[src/rtl/eccfix_pkg.sv]
// Shared types for the NAND ECC corrector.
// Assumes a 2-bit verdict encoding that controllers decode directly.
package eccfix_pkg;

    typedef enum logic [1:0] {
        VERDICT_CLEAN = 2'b00,
        VERDICT_FIXED = 2'b01,
        VERDICT_FIELD = 2'b10,
        VERDICT_FATAL = 2'b11
    } verdict_e;

    typedef enum logic [1:0] {
        SEQ_IDLE,
        SEQ_EVAL,
        SEQ_READ,
        SEQ_WRITE
    } seq_state_e;

endpackage

[src/rtl/eccfix_pair_check.sv]
// Checks that every adjacent bit pair (2p+1, 2p) of one syndrome byte holds
// two differing values. Purely combinational.
// Assumes BYTE_W is even.
module eccfix_pair_check #(
    parameter int BYTE_W = 8
) (
    input  logic [BYTE_W-1:0] data_i,
    output logic              pairs_ok_o
);
    localparam int PAIRS = BYTE_W / 2;

    logic [PAIRS-1:0] pair_diff;

    for (genvar p = 0; p < PAIRS; p++) begin : g_pair
        // one pair differs when its two bits disagree
        assign pair_diff[p] = data_i[2*p+1] ^ data_i[2*p];
    end

    assign pairs_ok_o = &pair_diff;

endmodule

[src/rtl/eccfix_decode.sv]
// Forms the syndrome from the stored and computed codes and classifies it.
// Also extracts the byte and bit index of a single-bit data error from the
// odd bits of the three syndrome bytes. Purely combinational.
// Assumes a three-byte code where the bits of each byte are interleaved
// as true/complement pairs.
module eccfix_decode
    import eccfix_pkg::*;
#(
    parameter int BYTE_W = 8
) (
    input  logic [3*BYTE_W-1:0]   ecc_stored_i,
    input  logic [3*BYTE_W-1:0]   ecc_computed_i,
    input  logic                  skip_blank_i,
    output verdict_e              verdict_o,
    output logic [BYTE_W:0]       byte_idx_o,
    output logic [BYTE_W/2-2:0]   bit_idx_o
);
    localparam int ECC_BYTES = 3;
    localparam int ECC_W     = ECC_BYTES * BYTE_W;
    localparam int PAIRS     = BYTE_W / 2;

    logic [ECC_W-1:0]                syndrome;
    logic [ECC_BYTES-1:0]            byte_ok;
    logic [ECC_BYTES-1:0][PAIRS-1:0] odd_bits;
    logic                            blank_page;
    logic                            single_bit;

    assign syndrome   = ecc_stored_i ^ ecc_computed_i;
    assign blank_page = skip_blank_i && (ecc_stored_i == {ECC_W{1'b1}});
    assign single_bit = (syndrome & (syndrome - ECC_W'(1))) == '0;

    for (genvar k = 0; k < ECC_BYTES; k++) begin : g_byte
        logic [BYTE_W-1:0] syn_byte;
        assign syn_byte = syndrome[k*BYTE_W +: BYTE_W];

        eccfix_pair_check #(.BYTE_W(BYTE_W)) u_pair_check (
            .data_i     (syn_byte),
            .pairs_ok_o (byte_ok[k])
        );

        for (genvar p = 0; p < PAIRS; p++) begin : g_odd
            // the odd bit of each pair carries one address bit
            assign odd_bits[k][p] = syn_byte[2*p+1];
        end
    end

    // Byte index: top bit from byte 2, then all of byte 1, then all of byte 0.
    assign byte_idx_o = {odd_bits[2][0], odd_bits[1], odd_bits[0]};
    // Bit index: the upper pairs of byte 2.
    assign bit_idx_o  = odd_bits[2][PAIRS-1:1];

    // classify the syndrome in priority order
    always_comb begin
        if (syndrome == '0) begin
            verdict_o = VERDICT_CLEAN;
        end else if (blank_page) begin
            verdict_o = VERDICT_CLEAN;
        end else if (&byte_ok) begin
            verdict_o = VERDICT_FIXED;
        end else if (single_bit) begin
            verdict_o = VERDICT_FIELD;
        end else begin
            verdict_o = VERDICT_FATAL;
        end
    end

endmodule

[src/rtl/eccfix_seq.sv]
// Sequencer: accepts a start when idle, evaluates the verdict, optionally
// performs the read-modify-write of one buffer byte, and publishes the result
// with a one-cycle done pulse.
// Assumes the buffer read has one cycle of latency. Synchronous active-low reset.
module eccfix_seq
    import eccfix_pkg::*;
#(
    parameter int BYTE_W = 8
) (
    input  logic                 clk,
    input  logic                 rst_n,
    input  logic                 start_i,
    input  logic                 fix_q_i,
    input  verdict_e             verdict_i,
    input  logic [BYTE_W:0]      byte_idx_i,
    input  logic [BYTE_W/2-2:0]  bit_idx_i,
    output logic                 capture_o,
    output logic [BYTE_W:0]      mem_addr_o,
    output logic                 mem_rd_en_o,
    input  logic [BYTE_W-1:0]    mem_rd_data_i,
    output logic                 mem_wr_en_o,
    output logic [BYTE_W-1:0]    mem_wr_data_o,
    output logic                 done_o,
    output verdict_e             status_o,
    output logic [BYTE_W:0]      err_byte_o,
    output logic [BYTE_W/2-2:0]  err_bit_o
);
    localparam int ADDR_W = BYTE_W + 1;
    localparam int BIT_W  = BYTE_W / 2 - 1;

    seq_state_e        state;
    logic [ADDR_W-1:0] idx_q;
    logic [BIT_W-1:0]  bit_q;
    logic [BYTE_W-1:0] flip_mask;

    assign capture_o     = (state == SEQ_IDLE) && start_i;
    assign mem_addr_o    = idx_q;
    assign mem_rd_en_o   = (state == SEQ_READ);
    assign mem_wr_en_o   = (state == SEQ_WRITE);
    assign flip_mask     = BYTE_W'(1) << bit_q;
    assign mem_wr_data_o = mem_rd_data_i ^ flip_mask;

    // state machine and result registers
    always_ff @(posedge clk) begin
        if (!rst_n) begin
            state      <= SEQ_IDLE;
            idx_q      <= '0;
            bit_q      <= '0;
            done_o     <= 1'b0;
            status_o   <= VERDICT_CLEAN;
            err_byte_o <= '0;
            err_bit_o  <= '0;
        end else begin
            done_o <= 1'b0;
            case (state)
                SEQ_IDLE: begin
                    if (start_i) begin
                        state <= SEQ_EVAL;
                    end
                end
                SEQ_EVAL: begin
                    idx_q <= byte_idx_i;
                    bit_q <= bit_idx_i;
                    if ((verdict_i == VERDICT_FIXED) && fix_q_i) begin
                        state <= SEQ_READ;
                    end else begin
                        state    <= SEQ_IDLE;
                        done_o   <= 1'b1;
                        status_o <= verdict_i;
                        if (verdict_i == VERDICT_FIXED) begin
                            err_byte_o <= byte_idx_i;
                            err_bit_o  <= bit_idx_i;
                        end else begin
                            err_byte_o <= '0;
                            err_bit_o  <= '0;
                        end
                    end
                end
                SEQ_READ: begin
                    state <= SEQ_WRITE;
                end
                SEQ_WRITE: begin
                    state      <= SEQ_IDLE;
                    done_o     <= 1'b1;
                    status_o   <= VERDICT_FIXED;
                    err_byte_o <= idx_q;
                    err_bit_o  <= bit_q;
                end
                default: state <= SEQ_IDLE;
            endcase
        end
    end

endmodule

[src/rtl/nand_ecc_corrector.sv]
// Top level of the NAND page ECC single-bit corrector.
// It latches the two codes and the policy bits on an accepted start, decodes
// the syndrome, and drives the page-buffer read-modify-write through the
// sequencer.
// Assumes an external 512-byte buffer with a one-cycle synchronous read.
module nand_ecc_corrector
    import eccfix_pkg::*;
#(
    parameter int BYTE_W = 8
) (
    input  logic                  clk,
    input  logic                  rst_n,
    input  logic                  start,
    input  logic [3*BYTE_W-1:0]   ecc_stored,
    input  logic [3*BYTE_W-1:0]   ecc_computed,
    input  logic                  skip_blank,
    input  logic                  fix_enable,
    output logic [BYTE_W:0]       mem_addr,
    output logic                  mem_rd_en,
    input  logic [BYTE_W-1:0]     mem_rd_data,
    output logic                  mem_wr_en,
    output logic [BYTE_W-1:0]     mem_wr_data,
    output logic                  done,
    output logic [1:0]            status,
    output logic [BYTE_W:0]       err_byte,
    output logic [BYTE_W/2-2:0]   err_bit
);
    localparam int ECC_W  = 3 * BYTE_W;
    localparam int ADDR_W = BYTE_W + 1;
    localparam int BIT_W  = BYTE_W / 2 - 1;

    logic [ECC_W-1:0]  stored_q;
    logic [ECC_W-1:0]  computed_q;
    logic              skip_q;
    logic              fix_q;
    logic              capture;
    verdict_e          verdict;
    verdict_e          status_e;
    logic [ADDR_W-1:0] byte_idx;
    logic [BIT_W-1:0]  bit_idx;

    // hold the request operands for the whole operation
    always_ff @(posedge clk) begin
        if (!rst_n) begin
            stored_q   <= '0;
            computed_q <= '0;
            skip_q     <= 1'b0;
            fix_q      <= 1'b0;
        end else if (capture) begin
            stored_q   <= ecc_stored;
            computed_q <= ecc_computed;
            skip_q     <= skip_blank;
            fix_q      <= fix_enable;
        end
    end

    eccfix_decode #(.BYTE_W(BYTE_W)) u_decode (
        .ecc_stored_i   (stored_q),
        .ecc_computed_i (computed_q),
        .skip_blank_i   (skip_q),
        .verdict_o      (verdict),
        .byte_idx_o     (byte_idx),
        .bit_idx_o      (bit_idx)
    );

    eccfix_seq #(.BYTE_W(BYTE_W)) u_seq (
        .clk           (clk),
        .rst_n         (rst_n),
        .start_i       (start),
        .fix_q_i       (fix_q),
        .verdict_i     (verdict),
        .byte_idx_i    (byte_idx),
        .bit_idx_i     (bit_idx),
        .capture_o     (capture),
        .mem_addr_o    (mem_addr),
        .mem_rd_en_o   (mem_rd_en),
        .mem_rd_data_i (mem_rd_data),
        .mem_wr_en_o   (mem_wr_en),
        .mem_wr_data_o (mem_wr_data),
        .done_o        (done),
        .status_o      (status_e),
        .err_byte_o    (err_byte),
        .err_bit_o     (err_bit)
    );

    assign status = status_e;

endmodule

[config.mk]
export PLATFORM = sky130hd
export DESIGN_NAME = nand_ecc_corrector
export DESIGN_NICKNAME = d
export VERILOG_FILES = /design/src/rtl/eccfix_pkg.sv /design/src/rtl/eccfix_pair_check.sv /design/src/rtl/eccfix_decode.sv /design/src/rtl/eccfix_seq.sv /design/src/rtl/nand_ecc_corrector.sv
export SDC_FILE = /design/constraint.sdc
export NUM_CORES = 1
export LEC_CHECK = 0
export BUFFER_PORTS_ARGS = -buffer_cell sky130_fd_sc_hd__buf_2
export CORE_UTILIZATION = 30
export CTS_BUF_LIST = sky130_fd_sc_hd__clkbuf_4
export DETAILED_ROUTE_END_ITERATION = 8
export HOLD_SLACK_MARGIN = 0.1
export PLACE_DENSITY = 0.46
export SYNTH_ARGS = -nofsm -noshare
export SYNTH_HDL_FRONTEND = slang
export SYNTH_SLANG_ARGS = --single-unit
[constraint.sdc]
create_clock -name clk -period 3.01 [get_ports clk]
set_clock_uncertainty 0.15 [all_clocks]
set_input_delay 0.1505 -clock clk [delete_from_list [all_inputs] [get_ports clk]]
set_output_delay 0.1505 -clock clk [all_outputs]
set_load 0.05 [all_outputs]
==> results.toml <==
[run_status]
status = "finished clean"

[placement]
io_buffers = 94
placed_cells = 731
place_congestion = 0.837
dp.final_hpwl_um = 7770

[worst_setup_path]
crit_fanout = 26
cp.arrival_ns = 2.96
slowest_stage = "xnor2_1"
slowest_delay_ns = 0.53
worstPathCellList = "xnor2_1 -> ha_1 -> nand3_1 -> nor3_2 -> a32oi_1 -> nor2b_4 -> a31oi_4 -> buf_4 -> o21ai_0 -> a21oi_1"
critPathBufInv = 1
cp.required_ns = 3.25
endpoint_kind = "flop"
start_kind = "flop"
cpLargestDelayFamily = "compound AO/OA/AOI/OAI gates"
critical_path_class = "reg -> reg"

[die]
die_x_um = 118
io_pins = 95
coreArea_um2 = 12800
row_count = 41
start_util_pct = 31.2
die_height_um = 118
dieArea_um2 = 13800

[routing]
drtPass1Iterations = 4
drt_first_iter_violations = 176
via_per_inst = 4.68
wl_per_cell_um = 13.7
remaining_drc_errors = 0
drt-total-wl_um = 10900
ant_nets = 0
dr_total_vias = 3733

[yosys]
postSynthAreaPerCell_um2 = 8.39
synth_seq_area_share_pct = 39.5
synthDistinctLibCells = 49
ys_warn_count = 0
synthesis.area_um2 = 4000
postSynthCellCount = 477
synth-async-reset-ratio_pct = 0
ys_ff_latch = 79
synth_flop_cell = "dfxtp_1"
synth_edf_count = 0
synth_nets = 552

[cells_and_area]
mostFrequentLayoutCell = "nand2_1"
fin_util_pct = 41.6
nets = 698
layout_common_cells = "nand2_1, buf_2, dfxtp_1"
layout.cells.non_filler = 798
layout-drive-gt1-share_pct = 22.8
fill_cells = 1335
diodes = 0
syn_to_final_growth_pct = 33.4

[sta]
fmax_ghz = 0.368
setup_viol = 0
maxSlewHeadroom_pct = 55.0
finalSetupTns_ns = 0
max_slew.worst_pin.slew_ns = 0.676
final_max_slew_viol_count = 0
rsz0062_at_grt = "false"
final-hold-violation-count = 0
post-route-period-util_pct = 90.2
finalCriticalPeriod_ns = 2.72

[worst_hold_path]
min_path_type = "reg -> reg"

[power_and_ir_drop]
power.density_nw_per_um2 = 466
p_leak_nw = 2.28
power_w = 0.00249
peakVddDrop_mv = 0.171

[grt]
antenna_found_initial = 0
grt_max_degree = 51
overflow = 0
grt_pass1_vias = 3681
grt.total_usage_pct = 16.9
grt_pass1_wl_um = 18600

[clock_tree]
cts_root_buf = "clkbuf_4"
clockBufferDepth = 2
h-tree-depth = 3
cts_buffers = 9
cts_setup_buffers = 0
clock-sinks = 79
clk_latency_ns = 0.45
cts_tree = "yes"
clk_transition_reported_paths_ns = 0.12

[run]
maxCapViolCount = 0
## registers in the layout (all words and copies together) (netlist names), named ones only
| register | count |
|---|---|
| u_seq.mem_addr_o | 9 |
| u_seq.status_o | 2 |
| u_seq.err_byte_o | 9 |
| fix_q | 1 |
| u_seq.state | 1 |
| stored_q | 24 |
| u_seq.err_bit_o | 3 |
| u_seq.done_o | 1 |
| computed_q | 24 |
| u_seq.bit_q | 3 |
| skip_q | 1 |
## logic make-up (layout without fill, tap and decap cells)
| family | count (synthesis) | after routing | share of synthesized area (%) |
|---|---|---|---|
| and+or+nand+nor | 194 | 194 | 22.2 |
| AOI/OAI and AO/OA | 125 | 125 | 22.0 |
| DFF | 79 | 79 | 39.5 |
| buffers and inverters | 33 | 182 | 3.44 |
| xor gates and xnor gates | 32 | 32 | 8.50 |
| adders and majority gates | 14 | 14 | 4.38 |
## per-layer routing
layer  wire length (um)  global-route usage (%)  up-vias
li1                   -                       -     1930
met3                538                    5.33        9
met1               5340                    22.5     1701
met5                  0                       0        -
met4                112                    4.17        0
met2               4920                    26.4       93
## Yosys cell counts (all sizes together) (2+ instances only)
master	number	area share [%]
o21ai	14	1.8
nor4	3	1.0
o211a	13	3.3
a32oi	2	0.44
nand3b	3	0.56
xor2	4	0.88
ha	14	4.4
clkbuf	23	2.2
xnor2	28	7.6
nor3b	3	0.56
o21a	2	0.38
a21oi	32	4.0
nor3	6	0.88
buf	6	0.91
nor2	25	2.3
nor2b	2	0.50
dfxtp	79	40
and2	5	0.78
a31o	2	0.44
a21boi	51	9.6
inv	4	0.38
a31oi	3	0.84
nand3	6	0.88
nand4	12	2.2
nand2	125	12
## report_power, final
part	leakage, nW	switching, W	internal [W]
clock	0.0577	0.000351	0.000173
combinational	1.57	0.000461	0.000309
sequential	0.649	0.0000713	0.00112
total	2.28	0.000884	0.00160
## metrics by stage
| step | setup slack, ns | hold WS [ns] | cell area (um^2) |
|---|---|---|---|
| CTS | 0.216 | 0.291 | 5330 |
| detailed placement | 0.239 | 0.260 | 4710 |
| global placement | 0.279 | 0.252 | 4710 |
| floorplan | 0.725 | 0.138 | 4000 |
| finish | 0.294 | 0.325 | 5340 |
| global route | 0.0590 | 0.294 | 5340 |
## what timing repair did
item,in CTS,in global routing
hold buffers,53,0
endpoints found under the setup margin,0,3
resized for setup,0,1
hold endpoints to repair,54,0
## worst register-to-register path, cell delays in order, from the launching register on
cell and delay [ns]:
dfxtp_1 0.35, xnor2_1 0.53, ha_1 0.30, nand3_1 0.10, nor3_2 0.15, a32oi_1 0.19
nor2b_4 0.18, a31oi_4 0.16, buf_4 0.28, o21ai_0 0.12, a21oi_1 0.15
## cell type report
type | instances | area, um^2 | area share (%)
inverters | 4 | 15.0 | 0.281
well taps | 172 | 215 | 4.03
clock inverters | 3 | 12.5 | 0.234
repair buffers | 164 | 1140 | 21.4
flip-flops and latches | 79 | 1580 | 29.6
clock buffers | 11 | 82.6 | 1.55
multi-input cells | 365 | 2290 | 42.9
## worst paths after layout
check	startpoint	end	slack (ns)	cells after the start
setup reg to reg	stored_q[15]	u_seq.err_byte_o[8]	0.29	10
hold reg to reg	skip_q	skip_q	0.33	2
hold / removal	skip_q	skip_q	0.33	2
setup / recovery	stored_q[15]	u_seq.err_byte_o[8]	0.29	10
(Power assumes the default switching activity.)
